[config.mk]
export PLATFORM = sky130hd
export DESIGN_NAME = ctl_base_mode
export DESIGN_NICKNAME = d
export VERILOG_FILES = /design/src/rtl/ctl_bm_pkg.sv /design/src/rtl/ctl_bm_check.sv /design/src/rtl/ctl_bm_store.sv /design/src/rtl/ctl_bm_id.sv /design/src/rtl/ctl_base_mode.sv
export SDC_FILE = /design/constraint.sdc
export NUM_CORES = 1
export LEC_CHECK = 0
export BUFFER_PORTS_ARGS = -buffer_cell sky130_fd_sc_hd__buf_2
export CAP_MARGIN = 10
export CORE_AREA = 2 2 97 99
export CTS_CLUSTER_SIZE = 8
export DETAILED_ROUTE_END_ITERATION = 8
export DIE_AREA = 0 0 99 101
export GPL_ROUTABILITY_DRIVEN = 0
export GPL_TIMING_DRIVEN = 0
export PLACE_DENSITY_LB_ADDON = 0.1
export RECOVER_POWER = 25
export SLEW_MARGIN = 5
export SYNTH_ARGS = -nofsm -noshare
export SYNTH_HDL_FRONTEND = slang
export SYNTH_HIERARCHICAL = 1
export SYNTH_SLANG_ARGS = --single-unit
export TNS_END_PERCENT = 30
[constraint.sdc]
create_clock -name clk -period 3.95 [get_ports clk]
set_clock_uncertainty 0.05 [all_clocks]
set_input_delay 0 -clock clk [delete_from_list [all_inputs] [get_ports clk]]
set_output_delay 0 -clock clk [all_outputs]
set_load 0.005 [all_outputs]
[src/rtl/ctl_bm_pkg.sv]
`timescale 1ns/1ps
package ctl_bm_pkg;

   typedef enum logic [1:0] {
      MODE_OFF    = 2'b00,
      MODE_LEGACY = 2'b01,
      MODE_EXT    = 2'b10
   } ctl_mode_e;

   localparam int unsigned BIT_BSP  = 8;
   localparam int unsigned BIT_HOLE = 9;
   localparam int unsigned BIT_EXT  = 10;
   localparam int unsigned BIT_EN   = 11;
   localparam int unsigned PAGE_LSB = 12;
   localparam int unsigned WORD_W   = 64;

   function automatic ctl_mode_e mode_of(input logic en, input logic ext);
      if (!en)      return MODE_OFF;
      else if (ext) return MODE_EXT;
      else          return MODE_LEGACY;
   endfunction

endpackage

[src/rtl/ctl_bm_check.sv]
`timescale 1ns/1ps
module ctl_bm_check
   import ctl_bm_pkg::*;
#(
   parameter int unsigned PA_WIDTH = 40
) (
   input  ctl_mode_e         cur_mode,
   input  logic [WORD_W-1:0] wdata,
   output logic              reject,
   output logic              turns_off
);

   logic [WORD_W-1:0] resv_mask;

   genvar gi;
   generate
      for (gi = 0; gi < WORD_W; gi++) begin : g_mask
         if (gi < BIT_BSP || gi == BIT_HOLE || gi >= PA_WIDTH) begin : g_resv
            assign resv_mask[gi] = 1'b1;
         end else begin : g_free
            assign resv_mask[gi] = 1'b0;
         end
      end
   endgenerate

   logic new_en, new_ext;
   logic resv_hit, ext_only, off_to_ext, ext_to_leg;

   always_comb begin
      new_en     = wdata[BIT_EN];
      new_ext    = wdata[BIT_EXT];
      resv_hit   = |(wdata & resv_mask);
      ext_only   = new_ext && !new_en;
      off_to_ext = (cur_mode == MODE_OFF) && new_en && new_ext;
      ext_to_leg = (cur_mode == MODE_EXT) && new_en && !new_ext;
      reject     = resv_hit || ext_only || off_to_ext || ext_to_leg;
      turns_off  = !reject && !new_en && (cur_mode != MODE_OFF);
   end

endmodule

[src/rtl/ctl_bm_store.sv]
`timescale 1ns/1ps
module ctl_bm_store
   import ctl_bm_pkg::*;
#(
   parameter int unsigned      PA_WIDTH     = 40,
   parameter logic [WORD_W-1:0] DEFAULT_BASE = 64'h0000_0000_FEE0_0000
) (
   input  logic                       clk,
   input  logic                       rst_n,
   input  logic                       bsp_strap,
   input  logic                       wr,
   input  logic                       reject,
   input  logic                       turns_off,
   input  logic                       new_en,
   input  logic                       new_ext,
   input  logic                       new_bsp,
   input  logic [PA_WIDTH-1:PAGE_LSB] new_page,
   output logic [WORD_W-1:0]          word,
   output ctl_mode_e                  mode,
   output logic [PA_WIDTH-1:0]        page_addr,
   output logic                       rej_q,
   output logic                       off_pulse_q
);

   localparam int unsigned HI_PAD = WORD_W - PA_WIDTH;

   logic                       en_q, ext_q, bsp_q;
   logic [PA_WIDTH-1:PAGE_LSB] page_q;

   always_ff @(posedge clk) begin
      if (!rst_n) begin
         en_q        <= 1'b1;
         ext_q       <= 1'b0;
         bsp_q       <= bsp_strap;
         page_q      <= DEFAULT_BASE[PA_WIDTH-1:PAGE_LSB];
         rej_q       <= 1'b0;
         off_pulse_q <= 1'b0;
      end else begin
         rej_q       <= wr && reject;
         off_pulse_q <= wr && turns_off;
         if (wr && !reject) begin
            en_q   <= new_en;
            ext_q  <= new_ext;
            bsp_q  <= new_bsp;
            page_q <= new_page;
         end
      end
   end

   always_comb begin
      mode      = mode_of(en_q, ext_q);
      page_addr = {page_q, {PAGE_LSB{1'b0}}};
      word      = {{HI_PAD{1'b0}}, page_q, en_q, ext_q, 1'b0, bsp_q, {BIT_BSP{1'b0}}};
   end

   p_reject_keeps_r2: assert property (@(posedge clk) disable iff (!rst_n)
      rej_q |-> ($stable(en_q) && $stable(ext_q) && $stable(bsp_q) && $stable(page_q)));

   p_no_off_to_ext_r3: assert property (@(posedge clk) disable iff (!rst_n)
      (mode == MODE_EXT) |-> ($past(mode) != MODE_OFF));

   p_no_ext_to_leg_r3: assert property (@(posedge clk) disable iff (!rst_n)
      (mode == MODE_LEGACY) |-> ($past(mode) != MODE_EXT));

   p_off_pulse_r10: assert property (@(posedge clk) disable iff (!rst_n)
      off_pulse_q |-> ((mode == MODE_OFF) && ($past(mode) != MODE_OFF)));

endmodule

[src/rtl/ctl_bm_id.sv]
`timescale 1ns/1ps
module ctl_bm_id
   import ctl_bm_pkg::*;
#(
   parameter int unsigned ID_W = 8
) (
   input  logic            clk,
   input  logic            rst_n,
   input  logic [ID_W-1:0] init_id,
   input  ctl_mode_e       mode,
   input  logic            wr,
   input  logic [ID_W-1:0] wr_id,
   input  logic            reload,
   output logic [31:0]     rdata,
   output logic            rej_q
);

   localparam int unsigned PAD_W = 32 - ID_W;

   logic [ID_W-1:0] id_q;

   always_ff @(posedge clk) begin
      if (!rst_n) begin
         id_q  <= init_id;
         rej_q <= 1'b0;
      end else begin
         rej_q <= wr && (mode == MODE_EXT);
         if (reload) begin
            id_q <= init_id;
         end else if (wr && (mode == MODE_LEGACY)) begin
            id_q <= wr_id;
         end
      end
   end

   always_comb begin
      unique case (mode)
         MODE_LEGACY: rdata = {id_q, {PAD_W{1'b0}}};
         MODE_EXT:    rdata = {{PAD_W{1'b0}}, id_q};
         default:     rdata = '1;
      endcase
   end

   p_ext_locked_r9: assert property (@(posedge clk) disable iff (!rst_n)
      ($past(mode == MODE_EXT) && (mode == MODE_EXT)) |-> $stable(id_q));

   p_reload_r10: assert property (@(posedge clk) disable iff (!rst_n)
      $past(reload) |-> (id_q == $past(init_id)));

endmodule

[src/rtl/ctl_base_mode.sv]
`timescale 1ns/1ps
module ctl_base_mode
   import ctl_bm_pkg::*;
#(
   parameter int unsigned       PA_WIDTH     = 40,
   parameter int unsigned       ID_W         = 8,
   parameter logic [WORD_W-1:0] DEFAULT_BASE = 64'h0000_0000_FEE0_0000
) (
   input  logic                clk,
   input  logic                rst_n,
   input  logic                bsp_strap,
   input  logic [ID_W-1:0]     init_id,
   input  logic                base_wr,
   input  logic [63:0]         base_wdata,
   input  logic                id_wr,
   input  logic [31:0]         id_wdata,
   output logic [63:0]         base_rdata,
   output logic [1:0]          mode,
   output logic [PA_WIDTH-1:0] decode_base,
   output logic                cap_present,
   output logic [31:0]         id_rdata,
   output logic                fault,
   output logic                regs_reset
);

   localparam int unsigned ID_LO = 32 - ID_W;

   generate
      if (PA_WIDTH <= PAGE_LSB || PA_WIDTH > WORD_W - 1) begin : g_bad_pa
         $error("PA_WIDTH must lie between 13 and 63");
      end
      if (ID_W < 1 || ID_W > 16) begin : g_bad_id
         $error("ID_W must lie between 1 and 16");
      end
      if (DEFAULT_BASE[PAGE_LSB-1:0] != '0 || (DEFAULT_BASE >> PA_WIDTH) != '0) begin : g_bad_base
         $error("DEFAULT_BASE must be page aligned and inside PA_WIDTH");
      end
   endgenerate

   ctl_mode_e cur_mode;
   logic      reject, turns_off, reload;
   logic      base_rej_q, id_rej_q;

   ctl_bm_check #(.PA_WIDTH(PA_WIDTH)) u_check (
      .cur_mode  (cur_mode),
      .wdata     (base_wdata),
      .reject    (reject),
      .turns_off (turns_off)
   );

   ctl_bm_store #(.PA_WIDTH(PA_WIDTH), .DEFAULT_BASE(DEFAULT_BASE)) u_store (
      .clk         (clk),
      .rst_n       (rst_n),
      .bsp_strap   (bsp_strap),
      .wr          (base_wr),
      .reject      (reject),
      .turns_off   (turns_off),
      .new_en      (base_wdata[BIT_EN]),
      .new_ext     (base_wdata[BIT_EXT]),
      .new_bsp     (base_wdata[BIT_BSP]),
      .new_page    (base_wdata[PA_WIDTH-1:PAGE_LSB]),
      .word        (base_rdata),
      .mode        (cur_mode),
      .page_addr   (decode_base),
      .rej_q       (base_rej_q),
      .off_pulse_q (regs_reset)
   );

   assign reload = base_wr && turns_off;

   ctl_bm_id #(.ID_W(ID_W)) u_id (
      .clk     (clk),
      .rst_n   (rst_n),
      .init_id (init_id),
      .mode    (cur_mode),
      .wr      (id_wr),
      .wr_id   (id_wdata[31:ID_LO]),
      .reload  (reload),
      .rdata   (id_rdata),
      .rej_q   (id_rej_q)
   );

   logic unused_id_low;
   assign unused_id_low = ^id_wdata[ID_LO-1:0];

   assign mode        = cur_mode;
   assign cap_present = (cur_mode != MODE_OFF);
   assign fault       = base_rej_q | id_rej_q;

   p_fault_cause_r6: assert property (@(posedge clk) disable iff (!rst_n)
      fault |-> $past(base_wr || id_wr));

   p_cap_off_r7: assert property (@(posedge clk) disable iff (!rst_n)
      (id_rdata != 32'hFFFF_FFFF) |-> cap_present);

endmodule

# Word-level counts from Yosys, hierarchy flattened
# Cells that the tools add are included.
dict set report word_totals {
  elab_cells 42
  register_bits 42
  inputBits 109
  out_inout_bits 141
}
dict set report op_classes {
  mux 8
  n_eq_ne 4
  n_reduce_logical 21
  n_bitwise 1
}
# cell count
set op_table {}
lappend op_table {{32-bit one-hot mux with 2 select lines} 1}
lappend op_table {{33-bit OR reduction} 1}
lappend op_table {{8-bit two-way mux} 3}
lappend op_table {{1-bit logical AND} 12}
lappend op_table {{2-bit two-way mux} 2}
lappend op_table {{1-bit logical NOT} 3}
lappend op_table {{1-bit logical OR} 3}
lappend op_table {{3-bit by 1-bit inequality test with 1-bit output, second input constant} 1}
lappend op_table {{2-bit by 1-bit == test with 1-bit output, second input constant} 1}
lappend op_table {{2-bit == test, second input constant} 1}
lappend op_table {{2-bit logical NOT} 1}
lappend op_table {{1-bit two-way mux} 2}
lappend op_table {{2-bit by 1-bit inequality test with 1-bit output, second input constant} 1}
lappend op_table {{2-bit nonzero test} 1}
lappend op_table {{1-bit bitwise OR} 1}

# Depth between registers and ports, before layout
# Gate-level depths: netlist (run 1).
dict set report logic_depth {
  ltp_word 13
  mapped_depth 9
  mapped_depth_nobuf 8
}

# Modules after synthesis
# The synthesis (run 1) kept the hierarchy.
# mod n_inst cells_each seq_area_each_um2 area_per_inst_um2
set modules_own_cells {}
lappend modules_own_cells {ctl_bm_store 1 219 670.6 1994.4}
lappend modules_own_cells {ctl_bm_id 1 65 260.2 747.0}
lappend modules_own_cells {ctl_bm_check 1 17 0.0 112.6}
lappend modules_own_cells {ctl_base_mode 1 3 0.0 18.8}

# Worst setup path after synthesis (run 1)
# Ideal clock, no wire load.
dict set report synth_path {
  path_type {register to register}
  startpoint {reg u_store.en_q}
  endpoint {reg u_id.id_q[0], data pin}
  required_time_ns 3.640
  t_arrival_ns 2.173
  period_less_slack_ns 2.483
  setup_time_ns 0.260
  path_buffers 1
  stages_incl_launch_ff 10
  slack_ns 1.467
  path_cell_list {dfxtp_1 -> inv_1 -> nor2_1 -> nor4bb_1 -> or4_4 -> nor4_1 -> and2_1 -> nand2b_4 -> buf_6 -> mux2_4}
}
dict set report synth_via {
  elab_chain_len 12
  elab_cells_between_ends 16
  cone_classes {eq/ne: 1; mux: 3; reduce/logical: 12}
}
# element line_no
set synth_rtl {}
lappend synth_rtl {{from (decl)} ctl_bm_store.sv:27} ;# logic en_q, ext_q, bsp_q;
lappend synth_rtl {{from (signal assigned)} ctl_bm_store.sv:42} ;# en_q <= new_en;
lappend synth_rtl {{2-bit two-way mux (*)} ctl_bm_pkg.sv:18} ;# if (!en) return MODE_OFF;
lappend synth_rtl {{net mode[0]} ctl_base_mode.sv:18} ;# output logic [1:0] mode,
lappend synth_rtl {{2-bit logical NOT} ctl_bm_check.sv:34} ;# off_to_ext = (cur_mode == MODE_OFF) && new_en && new_ext;
lappend synth_rtl {{1-bit logical AND (2 in a row)} ctl_bm_check.sv:34}
lappend synth_rtl {{1-bit logical OR (2 in a row)} ctl_bm_check.sv:36} ;# reject = resv_hit || ext_only || off_to_ext || ext_to_leg;
lappend synth_rtl {{1-bit logical NOT} ctl_bm_check.sv:37} ;# turns_off = !reject && !new_en && (cur_mode != MODE_OFF);
lappend synth_rtl {{1-bit logical AND} ctl_bm_check.sv:37}
lappend synth_rtl {{1-bit logical AND (*)} ctl_bm_check.sv:37}
lappend synth_rtl {{net turns_off} ctl_base_mode.sv:41} ;# logic reject, turns_off, reload;
lappend synth_rtl {{1-bit logical AND (*)} ctl_base_mode.sv:69} ;# assign reload = base_wr && turns_off;
lappend synth_rtl {{net reload} ctl_base_mode.sv:41}
lappend synth_rtl {{8-bit two-way mux (*)} ctl_bm_id.sv:28} ;# if (reload) begin
lappend synth_rtl {{8-bit two-way mux (*)} ctl_bm_id.sv:23} ;# if (!rst_n) begin
lappend synth_rtl {{to (signal assigned)} ctl_bm_id.sv:24} ;# id_q <= init_id;
lappend synth_rtl {{to (signal assigned)} ctl_bm_id.sv:29} ;# id_q <= init_id;
lappend synth_rtl {{to (signal assigned)} ctl_bm_id.sv:31} ;# id_q <= wr_id;
lappend synth_rtl {{to (decl)} ctl_bm_id.sv:20} ;# logic [ID_W-1:0] id_q;
# Mark *: on every way through the listed nets, which the timed path passes. The rest lies on a longest branch.
# A chain may end at the register's enable or synchronous reset.

# Final worst setup path (run 1)
dict set report layout_path {
  startpoint {reg u_store.en_q}
  endpoint {reg u_id.id_q[1], data pin}
}
dict set report layout_via {
  elab_chain_len 12
  elab_cells_between_ends 16
  cone_classes {eq/ne: 1; mux: 3; reduce/logical: 12}
}
# element line_no
set layout_rtl {}
lappend layout_rtl {{2-bit two-way mux (*)} ctl_bm_pkg.sv:18}
lappend layout_rtl {{2-bit logical NOT} ctl_bm_check.sv:34}
lappend layout_rtl {{1-bit logical AND (2 in a row)} ctl_bm_check.sv:34}
lappend layout_rtl {{1-bit logical OR (2 in a row)} ctl_bm_check.sv:36}
lappend layout_rtl {{1-bit logical NOT} ctl_bm_check.sv:37}
lappend layout_rtl {{1-bit logical AND} ctl_bm_check.sv:37}
lappend layout_rtl {{1-bit logical AND (*)} ctl_bm_check.sv:37}
lappend layout_rtl {{net turns_off} ctl_base_mode.sv:41}
lappend layout_rtl {{1-bit logical AND (*)} ctl_base_mode.sv:69}
lappend layout_rtl {{net reload} ctl_base_mode.sv:41}
lappend layout_rtl {{8-bit two-way mux (*)} ctl_bm_id.sv:28}
lappend layout_rtl {{8-bit two-way mux (*)} ctl_bm_id.sv:23}
# Marks and branches as above.

==> key figures, run 1 <==
Layout
  • Area grow syn2layout: 63.24%
  • Design area: between 4000 and 5000 sq um
  • Finished Core Util: 52.24%
  • Layout Cells excl Fill: 698
  • Most frequent cells in the layout: buf_2 (176), buf_4 (84), dlygate4sd3_1 (51)
  • Commonest non-fill, non-tap cell in the layout: buf_2
  • Antenna diodes: 0
  • Layout cells sized above 1: between 50 and 60%
  • Register Area: 930.9 sq um
  • Combined area of the multi-input logic cells: 1239 sq um
  • Fin nets: 699
  • Fillers: 853

Hold path
  • Hold Path Depth: 4
  • Hold Path Sink: u_store/off_pulse_q$_SDFF_PN0_
  • Worst Hold Launch: base_wdata[3]
  • Min-delay worst type: in -> reg

Synth
  • Count of mapped cells out of synthesis: just over 300
  • Distinct cells, synth: 35
  • Cell taking the most area after synthesis: buf_4
  • Total number of yosys warnings: 6
  • Post-synthesis register bit count: 42
  • Avg Cell Area, Syn: 9.450 sq um
  • Sequential-to-total area share from yosys stat: 32.40%
  • Post-synth top area share: approximately a quarter
  • Cell Area, Synth: roughly 2900 sq um
  • Top post-synthesis cells by area: buf_4 (24%), dfxtp_1 (23%), edfxtp_1 (9.4%)

Power
  • VDD IR max: 0.0001333 V
  • Power Total: 994.6 uW
  • Pleak: approximately 2.6 nW
  • P per Cell Area: 212.1 nW/um^2

CTS
  • Root Driver: clkbuf_8
  • Hold_buf cts: 51
  • CTS max path bufs: 2
  • Setup Buffers After CTS: 0
  • CTS tree: yes
  • TritonCTS Buffers: 5
  • Post_cts resized: 0
  • Reg clk slew, reported paths: about 0.080 ns
  • Worst-skew pair later-pin latency: about 0.29 ns
  • H-tree depth: 2
  • TritonCTS Sinks: 42

Drt
  • WL final: 7.993 mm
  • Via count normalized by instance count: 4.010
  • DRC: 0
  • Post-route ant nets: 0
  • Post-DR wirelength/cell: 11.45 microns
  • Starting DRT DRC Count: 64
  • Vias after detailed routing: ~2800
  • 1st-pass router iterations: 4

Worst setup path
  • Worst setup SP type: flip-flop
  • Worst Path Buf+Inv: 3
  • CP required: 3.95 ns
  • Worst Reg-to-Reg Cells: 10
  • CP endpoint kind: flip-flop
  • Peak fanout along the critical path: 9
  • Reg-to-reg endpoint: u_id/id_q[1]$_DFFE_PP_
  • Crit Path Class: reg -> reg
  • CP delay by family, top: simple AND/OR/NAND/NOR gates
  • Critical path arrival: between 3 and 4 ns
  • R2R Path Start: u_store/en_q$_SDFFE_PN1P_
  • R2r setup slk: 0.67 ns
  • Cell breakdown of the critical path: inv_1 -> nor2_1 -> nor4bb_1 -> or4_4 -> nor4_1 -> and2_1 -> nand2b_4 -> buf_6 -> mux2_4 -> dlygate4sd3_1
  • CP max-delay cell: dlygate4sd3_1
  • Setup crit start: u_store/en_q$_SDFFE_PN1P_
  • Crit-path max cell delay: around 0.56 ns
  • Worst path depth: 10

STA
  • Final setup fails: 0
  • Final hold viol count: 0
  • Final Max Slew Viols: 0
  • RSZ-0062 raised after global routing: no
  • Setup TNS: 0 ns
  • Crit share post-route: a little over 80%
  • Min cycle time layout: 3.284 ns
  • Max Freq: a little over 300 MHz
  • Fin worst setup slack: 0.6659 ns
  • Hold Slack: between 0.07 and 0.08 ns

Placement
  • Post-DP HPWL: roughly 6 mm
  • Pre-CTS WS: 1.169 ns
  • DP Cell Count: 639
  • Port bufs: 180
  • Placed cell area: 4078 sq um

GRT
  • GRT Overall Usage: 15.21%
  • First-pass GRT wire length: between 10 and 15 mm
  • GR Overflow Total: 0
  • Vias in the first global route: 2672
  • Initial antenna violation count: 0
  • Pin count of the biggest net entering global routing: 17

Die
  • Height of the die: 101 microns
  • Die area: 9999 sq um
  • Die width: roughly 99 microns
  • Placement Rows: 35
  • CORE AREA: 8977 sq um
  • I/O pin total: 250
  • Initial core utilization: a little under a third

Run status
  • Status: finished, final reports clean

Run
  • Max-capacitance violation count: 0
## area by class of cell
class	count	share of cell area, %
Buffer	106	17.32
Clock buffer	7	1.841
Clock inverter	1	0.6403
Inverter	15	1.201
Multi-Input combinational cell	185	26.41
Sequential cell	42	19.85
Tap cell	111	2.962
Timing Repair Buffer	231	29.78
## state kept, by name (all words and copies together), names as in the netlist
register,cells
u_store/ext_q,1
u_store/rej_q,1
u_store/en_q,1
u_store/page_q,28
u_store/off_pulse_q,1
u_id/id_q,8
u_id/rej_q,1
u_store/bsp_q,1
## report_power, final
| group | total (mW) | internal (mW) | switching [mW] |
|---|---|---|---|
| combinational | 0.189 | 0.123 | 0.0667 |
| clock | 0.353 | 0.206 | 0.147 |
| sequential | 0.452 | 0.448 | 0.00399 |
| total | 0.995 | 0.777 | 0.218 |
## Yosys cell counts (all sizes together)
master  count
nand3b     11
o211ai     11
and3        3
a2111o      1
nand2b      2
o21ai       2
mux2i      19
dfxtp      33
nor4bb      1
or2         2
or4         1
mux2        9
inv        15
clkbuf      1
buf       105
nor2b       2
and2        2
nand2      38
a21oi       2
nor2        5
a21o       15
nand4       2
nor4        8
edfxtp      9
ha          4
conb        1
## kinds of logic (layout without fill, tap and decap cells)
logic type      after synthesis  after routing  share of synthesized area (%)
buf+inv                     121            360                          30.23
simple gates                 77             77                          14.46
flops                        42             42                          32.40
compound gates               31             31                          9.843
mux                          28             28                          11.19
fa+ha+maj                     4              4                          1.742
other cells                   1             45                         0.1305
## routing by layer
metal  vias to the layer above  wire (microns)  GRT usage, %
met1                      1236            3362         19.07
met5                         -               0             0
met2                       123            3974         27.08
li1                       1436               -             -
met3                         4             604         3.051
met4                         0              51         3.161
## worst max path at each step
stage | slack, ns | to
final | 0.67 | u_id/id_q[1]$_DFFE_PP_
after global routing | 0.42 | u_id/id_q[4]$_DFFE_PP_
after CTS | 0.62 | u_id/id_q[7]$_DFFE_PP_
after detailed placement | 1.17 | u_id/id_q[6]$_DFFE_PP_
after global placement | 1.18 | u_id/id_q[1]$_DFFE_PP_
after floorplan | 1.47 | u_id/id_q[0]$_DFFE_PP_
## worst min-delay path, delay by kind of cell
kind,cells,cell delay [ns]
buffers and inverters,1,0.08
AND/OR/NAND/NOR,3,0.30
(Power assumes the default switching activity.)
==> run 2, diff against run 1 <==
--- a/config.mk
+++ b/config.mk
@@ -5,6 +5,7 @@
 export SDC_FILE = /design/constraint.sdc
 export NUM_CORES = 1
 export LEC_CHECK = 0
+export ABC_AREA = 1
 export BUFFER_PORTS_ARGS = -buffer_cell sky130_fd_sc_hd__buf_2
 export CAP_MARGIN = 10
 export CORE_AREA = 2 2 97 99
==> constraint.sdc (replaced) <==
create_clock -name clk -period 2.95 [get_ports clk]
set_clock_uncertainty 0.05 [all_clocks]
set_input_delay 0 -clock clk [delete_from_list [all_inputs] [get_ports clk]]
set_output_delay 0 -clock clk [all_outputs]
set_load 0.005 [all_outputs]
==> run 2 against run 1 <==
Net effect:
- routed wire length grew 1.2%
- clock power rose by 29%
- flip-flop and latch count stayed put
- final area down 2.4%
- combinational power grew 35%
- non-clock buffer count shrank 3
- count of clock-buffer cells in the layout down 1
- core utilization fell by 1.2 points
- die area unchanged
- sequential power increased by 33%
- global-route usage is 0.28 points lower
- synthesized area down 3.0%
- critical path type unchanged
==> key figures, run 2 <==
Run status
  • Status: finished, final reports clean

CTS
  • TritonCTS Sinks: 42
  • CTS tree: yes
  • Root Driver: clkbuf_8
  • TritonCTS Buffers: 5
  • Reg clk slew, reported paths: 0.08 ns
  • CTS max path bufs: 2
  • Worst-skew pair later-pin latency: 0.29 ns
  • H-tree depth: 2
  • Setup Buffers After CTS: 0

Layout
  • Max reg flops: 28
  • Top Registers: u_store/page_q (28), u_id/id_q (8)
  • Combined area of the multi-input logic cells: 1111 sq um
  • Layout cells sized above 1: 40.26%
  • Most frequent cells in the layout: buf_2 (166), buf_4 (88), nand2_1 (68)
  • Fillers: 921
  • Biggest register: u_store/page_q
  • Register Area: 930.9 sq um
  • Commonest non-fill, non-tap cell in the layout: buf_2
  • Fin nets: around 800
  • Area grow syn2layout: 64.23%
  • Antenna diodes: 0

Synth
  • Count of mapped cells out of synthesis: 401
  • Post-synth top area share: 25.04%
  • Sequential-to-total area share from yosys stat: between 30% and 40%
  • Distinct cells, synth: 21
  • Top cells by count, synth: buf_4 (93), nand2_1 (68), nor2_1 (59)
  • Top post-synthesis cells by area: buf_4 (25%), dfxtp_1 (24%), edfxtp_1 (9.7%)
  • Post-synth top flop: dfxtp_1
  • Async set-reset flop share out of synthesis: 0%
  • Post-synthesis register bit count: 42
  • Post-synth EDFFs: 9
  • Avg Cell Area, Syn: 6.952 sq um
  • Cell Area, Synth: 2788 sq um
  • Cell taking the most area after synthesis: buf_4
  • Top-count cell post-synth: buf_4
  • Total number of yosys warnings: 6

Die
  • Die width: 99 microns
  • Height of the die: 101 microns
  • Placement Rows: 35
  • Initial core utilization: a little under a third
  • Die area: 9999 sq um
  • I/O pin total: 250
  • CORE AREA: 8977 sq um

Worst setup path
  • Setup crit start: u_store/en_q$_SDFFE_PN1P_
  • CP endpoint kind: flip-flop
  • R2R Path Start: u_store/en_q$_SDFFE_PN1P_
  • Worst Reg-to-Reg Cells: 15
  • R2r setup slk: 0.35 ns
  • Setup crit end: u_id/id_q[2]$_DFFE_PP_
  • Critical path arrival: about 2.7 ns
  • Worst setup SP type: flip-flop
  • Peak fanout along the critical path: 10
  • CP required: 3.06 ns
  • Reg-to-reg endpoint: u_id/id_q[2]$_DFFE_PP_
  • Crit Path Class: reg -> reg

Hold path
  • Min-delay worst type: in -> reg

STA
  • Final Max Slew Viols: 0
  • Crit share post-route: 88.12%
  • Hold Slack: about 0.13 ns
  • Final setup fails: 0
  • Min cycle time layout: 2.599 ns
  • Max Freq: about 380 MHz
  • Setup TNS: 0 ns
  • Final hold viol count: 0
  • RSZ-0062 raised after global routing: no

Power
  • Pleak: 2.683 nW
  • P per Cell Area: 286.3 nW/um^2
  • VDD IR max: 0.0001611 V

Drt
  • WL final: between 8 and 9 mm
  • Vias after detailed routing: 3152
  • 1st-pass router iterations: 4
  • Via count normalized by instance count: 3.970
  • Starting DRT DRC Count: 54
  • Post-DR wirelength/cell: 10.19 microns
  • DRC: 0
  • Post-route ant nets: 0

GRT
  • First-pass GRT wire length: 12.36 mm
  • Initial antenna violation count: 0
  • GRT Overall Usage: 14.94%
  • Pin count of the biggest net entering global routing: 17
  • GR Overflow Total: 0
  • Vias in the first global route: 2775

Run
  • Max-capacitance violation count: 0

Placement
  • Port bufs: 180
  • Post-DP HPWL: ~6.2 mm
run 2: cells by family (layout without fill, tap and decap cells):
family | count (synthesis) | count (layout) | synth area share, %
simple gates | 188 | 188 | 28.59
buf+inv | 148 | 386 | 32.76
flops | 42 | 42 | 33.39
compound gates | 18 | 18 | 3.321
fa+ha+maj | 4 | 4 | 1.795
other cells | 1 | 45 | 0.1345
run 2: area by class of cell:
cell class / instances / share of cell area (%)
Timing Repair Buffer: 230 / 30.04
Multi-Input combinational cell: 255 / 24.27
Sequential cell: 42 / 20.33
Buffer: 104 / 16.34
Inverter: 44 / 3.608
Tap cell: 111 / 3.034
Clock buffer: 6 / 1.585
Clock inverter: 2 / 0.7926
run 2: worst min path at each step:
stage                               from                              end  slack, ns  cells past startpoint
after floorplan                  base_wr   u_store/off_pulse_q$_SDFF_PN0_        0.1                      2
after detailed placement  base_wdata[22]  u_store/page_q[22]$_SDFFE_PN1P_       0.20                      3
after global routing               rst_n            u_id/rej_q$_SDFF_PN0_       0.15                      3
final                              rst_n  u_store/page_q[34]$_SDFFE_PN0P_       0.13                      4
after CTS                          rst_n  u_store/page_q[34]$_SDFFE_PN0P_       0.13                      4
after global placement    base_wdata[29]  u_store/page_q[29]$_SDFFE_PN1P_       0.19                      3
run 2: layer usage:
layer	track usage, %	routed length (microns)	vias up
met5	0	0	-
met4	4.004	71	0
met3	3.537	627	5
met2	27.86	4137	117
met1	16.99	3250	1369
li1	-	-	1661
run 2: per-stage QoR:
| stage | power [mW] | setup slack [ns] | utilization [%] | instances | cell area [sq um] |
|---|---|---|---|---|---|
| 2_1_floorplan | 0.7295 | 0.8816 | - | 445 | 2953 |
| 6_report | 1.311 | 0.3505 | 51.00 | 794 | 4578 |
| 3_3_place_gp | 0.8100 | 0.5521 | 44.47 | 736 | 3993 |
| 4_1_cts | 1.324 | 0.1749 | 51.26 | 794 | 4602 |
| 3_5_place_dp | 0.8115 | 0.4828 | 44.47 | 736 | 3993 |
| 5_1_grt | 1.378 | 0.08346 | 51.00 | 794 | 4578 |
run 2: timing repair:
| item | CTS | global route |
|---|---|---|
| endpoints found under the hold margin | 42 | 0 |
| hold buffers | 50 | 0 |
| endpoints found under the setup margin | 0 | 8 |
| gates resized for setup | 0 | 1 |
run 2: where the power goes:
part,total (mW),switching (mW),internal (mW)
sequential,0.602,0.00269,0.600
clock,0.454,0.201,0.253
combinational,0.255,0.101,0.154
run 2: critical path: stages (launching register included):
cell and delay (ns):
dfxtp_1 0.41, inv_1 0.07, nor2_2 0.28, o21ai_0 0.14, nand2_1 0.07, nand2_1 0.06, nor2_2 0.11, nand2_2 0.10
nor2_2 0.12, nand2_1 0.07, inv_1 0.07, inv_2 0.09, nand2_2 0.15, nand2_1 0.06, nand2_1 0.06, dlygate4sd3_1 0.56
==> run 3, diff against run 2 <==
==> constraint.sdc (replaced) <==
create_clock -name clk -period 2.95 [get_ports clk]
set_clock_uncertainty 0.05 [all_clocks]
set_input_delay 0 -clock clk [delete_from_list [all_inputs] [get_ports clk]]
set_output_delay 0 -clock clk [all_outputs]
set_load 0.01 [all_outputs]
==> run 3 against run 2 <==
Net effect:
- core utilization decreased by 0.20 points
- clock power about the same
- power increased by 1.4%
- count of clock-buffer cells in the layout unchanged
- sequential share of layout area increased by 0.078 points
- combinational power increased by 7%
- final area decreased by 0.38%
- worst hold slack about the same
- fmax about the same
- final cell count unchanged
- die area unchanged
- critical path type unchanged
- largest cell class unchanged
- highest routed layer unchanged
==> key figures, run 3 (synthesized netlist as in run 2, its figures left out) <==
GRT
  • Initial antenna violation count: 0
  • First-pass GRT wire length: 12.36 mm
  • GR Overflow Total: 0
  • Pin count of the biggest net entering global routing: 17
  • Vias in the first global route: about 2800
  • GRT Overall Usage: 14.94%

STA
  • Min cycle time layout: 2.600 ns
  • Max Freq: just under 400 MHz
  • Final setup fails: 0
  • Final hold viol count: 0
  • Final Max Slew Viols: 0
  • Setup TNS: 0 ns
  • RSZ-0062 raised after global routing: no
  • Crit share post-route: 88.13%

Drt
  • WL final: 8.100 mm
  • Post-route ant nets: 0
  • 1st-pass router iterations: 4
  • Vias after detailed routing: about 3200
  • Starting DRT DRC Count: 53
  • DRC: 0
  • Post-DR wirelength/cell: just over 10 microns
  • Via count normalized by instance count: 3.967

Worst setup path
  • Cell breakdown of the critical path: inv_1 -> nor2_2 -> o21ai_0 -> nand2_1 -> nand2_1 -> nor2_2 -> nand2_2 -> nor2_2 -> nand2_1 -> inv_1 -> inv_2 -> nand2_2 -> nand2_1 -> nand2_1 -> dlygate4sd3_1
  • Critical path arrival: around 2.7 ns
  • Worst setup SP type: flip-flop
  • Peak fanout along the critical path: 10
  • R2r setup slk: roughly 0.35 ns
  • Top cell by count, worst path: nand2_1
  • CP required: 3.06 ns
  • CP endpoint kind: flip-flop
  • Crit-path max cell delay: 0.56 ns
  • CP max-delay cell: dlygate4sd3_1
  • Crit Path Class: reg -> reg

Die
  • Initial core utilization: a little under a third
  • CORE AREA: approximately 9000 sq um
  • Die width: 99 microns
  • Placement Rows: 35
  • Die area: 9999 sq um
  • Height of the die: 101 microns
  • I/O pin total: 250

Run
  • Max-capacitance violation count: 0

CTS
  • H-tree depth: 2
  • CTS max path bufs: 2
  • TritonCTS Sinks: 42
  • Setup Buffers After CTS: 0
  • CTS tree: yes
  • Worst-skew pair later-pin latency: 0.29 ns
  • Root Driver: clkbuf_8
  • TritonCTS Buffers: 5
  • Reg clk slew, reported paths: 0.08 ns

Run status
  • Status: finished, final reports clean

Power
  • Power Total: 1.329 mW
  • Pleak: 2.633 nW
  • P per Cell Area: a little under 300 nW/um^2
  • VDD IR max: between 0.00015 and 0.0002 V

Layout
  • Fin nets: 795
  • Top Registers: u_store/page_q (28), u_id/id_q (8)
  • Layout cells sized above 1: a little under two fifths
  • Commonest non-fill, non-tap cell in the layout: buf_2
  • Max reg flops: 28
  • Most frequent cells in the layout: buf_2 (152), buf_4 (92), nand2_1 (68)
  • Antenna diodes: 0
  • Biggest register: u_store/page_q
  • Area grow syn2layout: 63.60%

Placement
  • Post-DP HPWL: 6.235 mm
  • Port bufs: 180

Hold path
  • Min-delay worst type: in -> reg
## run 3: metrics by stage
stage          cell area, sq um  setup slack [ns]  hold WS, ns  util (%)  std cells
2_1_floorplan              2953            0.8057      0.09562         -        445
3_3_place_gp               3993            0.5521       0.1908     44.47        736
3_5_place_dp               3993            0.4828       0.1986     44.47        736
4_1_cts                    4602            0.1749       0.1320     51.26        794
5_1_grt                    4561           0.08346       0.1490     50.80        794
6_report                   4561            0.3503       0.1282     50.80        794
## run 3: routing by layer
layer / share of wire (%) / global-route usage (%) / up-vias
met2: 51 / 27.86 / 115
li1: - / - / 1660
met4: 0.88 / 4.004 / 0
met5: 0 / 0 / -
met1: 40 / 16.99 / 1370
met3: 7.6 / 3.537 / 5
## run 3: report_power, final
part / switching (mW) / internal [mW]
combinational: 0.118 / 0.155
clock: 0.200 / 0.253
sequential: 0.00269 / 0.600
total: 0.321 / 1.01
## run 3: area by class of cell
type                       count  area, sq um
multi-input combinational    255         1111
tap                          111        138.9
fill                         932         4417
clock buffer                   6        72.57
inverter                      44        165.2
buffer                       104        748.2
sequential                    42        930.9
clock inverter                 2        36.28
timing repair buffer         230         1358
## run 3: worst max-delay path: cells and delay by family (launching register included)
kind | cells | cell delay (ns)
flops | 1 | 0.41
compound gates | 1 | 0.14
buf+inv | 4 | 0.79
simple gates | 10 | 1.08
## run 3: timing repair
item	in CTS	in global routing
hold buffers	50	0
gates resized for setup	0	1
endpoints found under the hold margin	42	0
setup endpoints to repair	0	8
## run 3: path summary, 6_finish.rpt
path                                        start                              end  cells past startpoint
setup / recovery        u_store/en_q$_SDFFE_PN1P_           u_id/id_q[2]$_DFFE_PP_                     15
hold / removal                              rst_n  u_store/page_q[34]$_SDFFE_PN0P_                      4
setup reg to reg        u_store/en_q$_SDFFE_PN1P_           u_id/id_q[2]$_DFFE_PP_                     15
hold reg to reg   u_store/page_q[28]$_SDFFE_PN1P_  u_store/page_q[28]$_SDFFE_PN1P_                      2
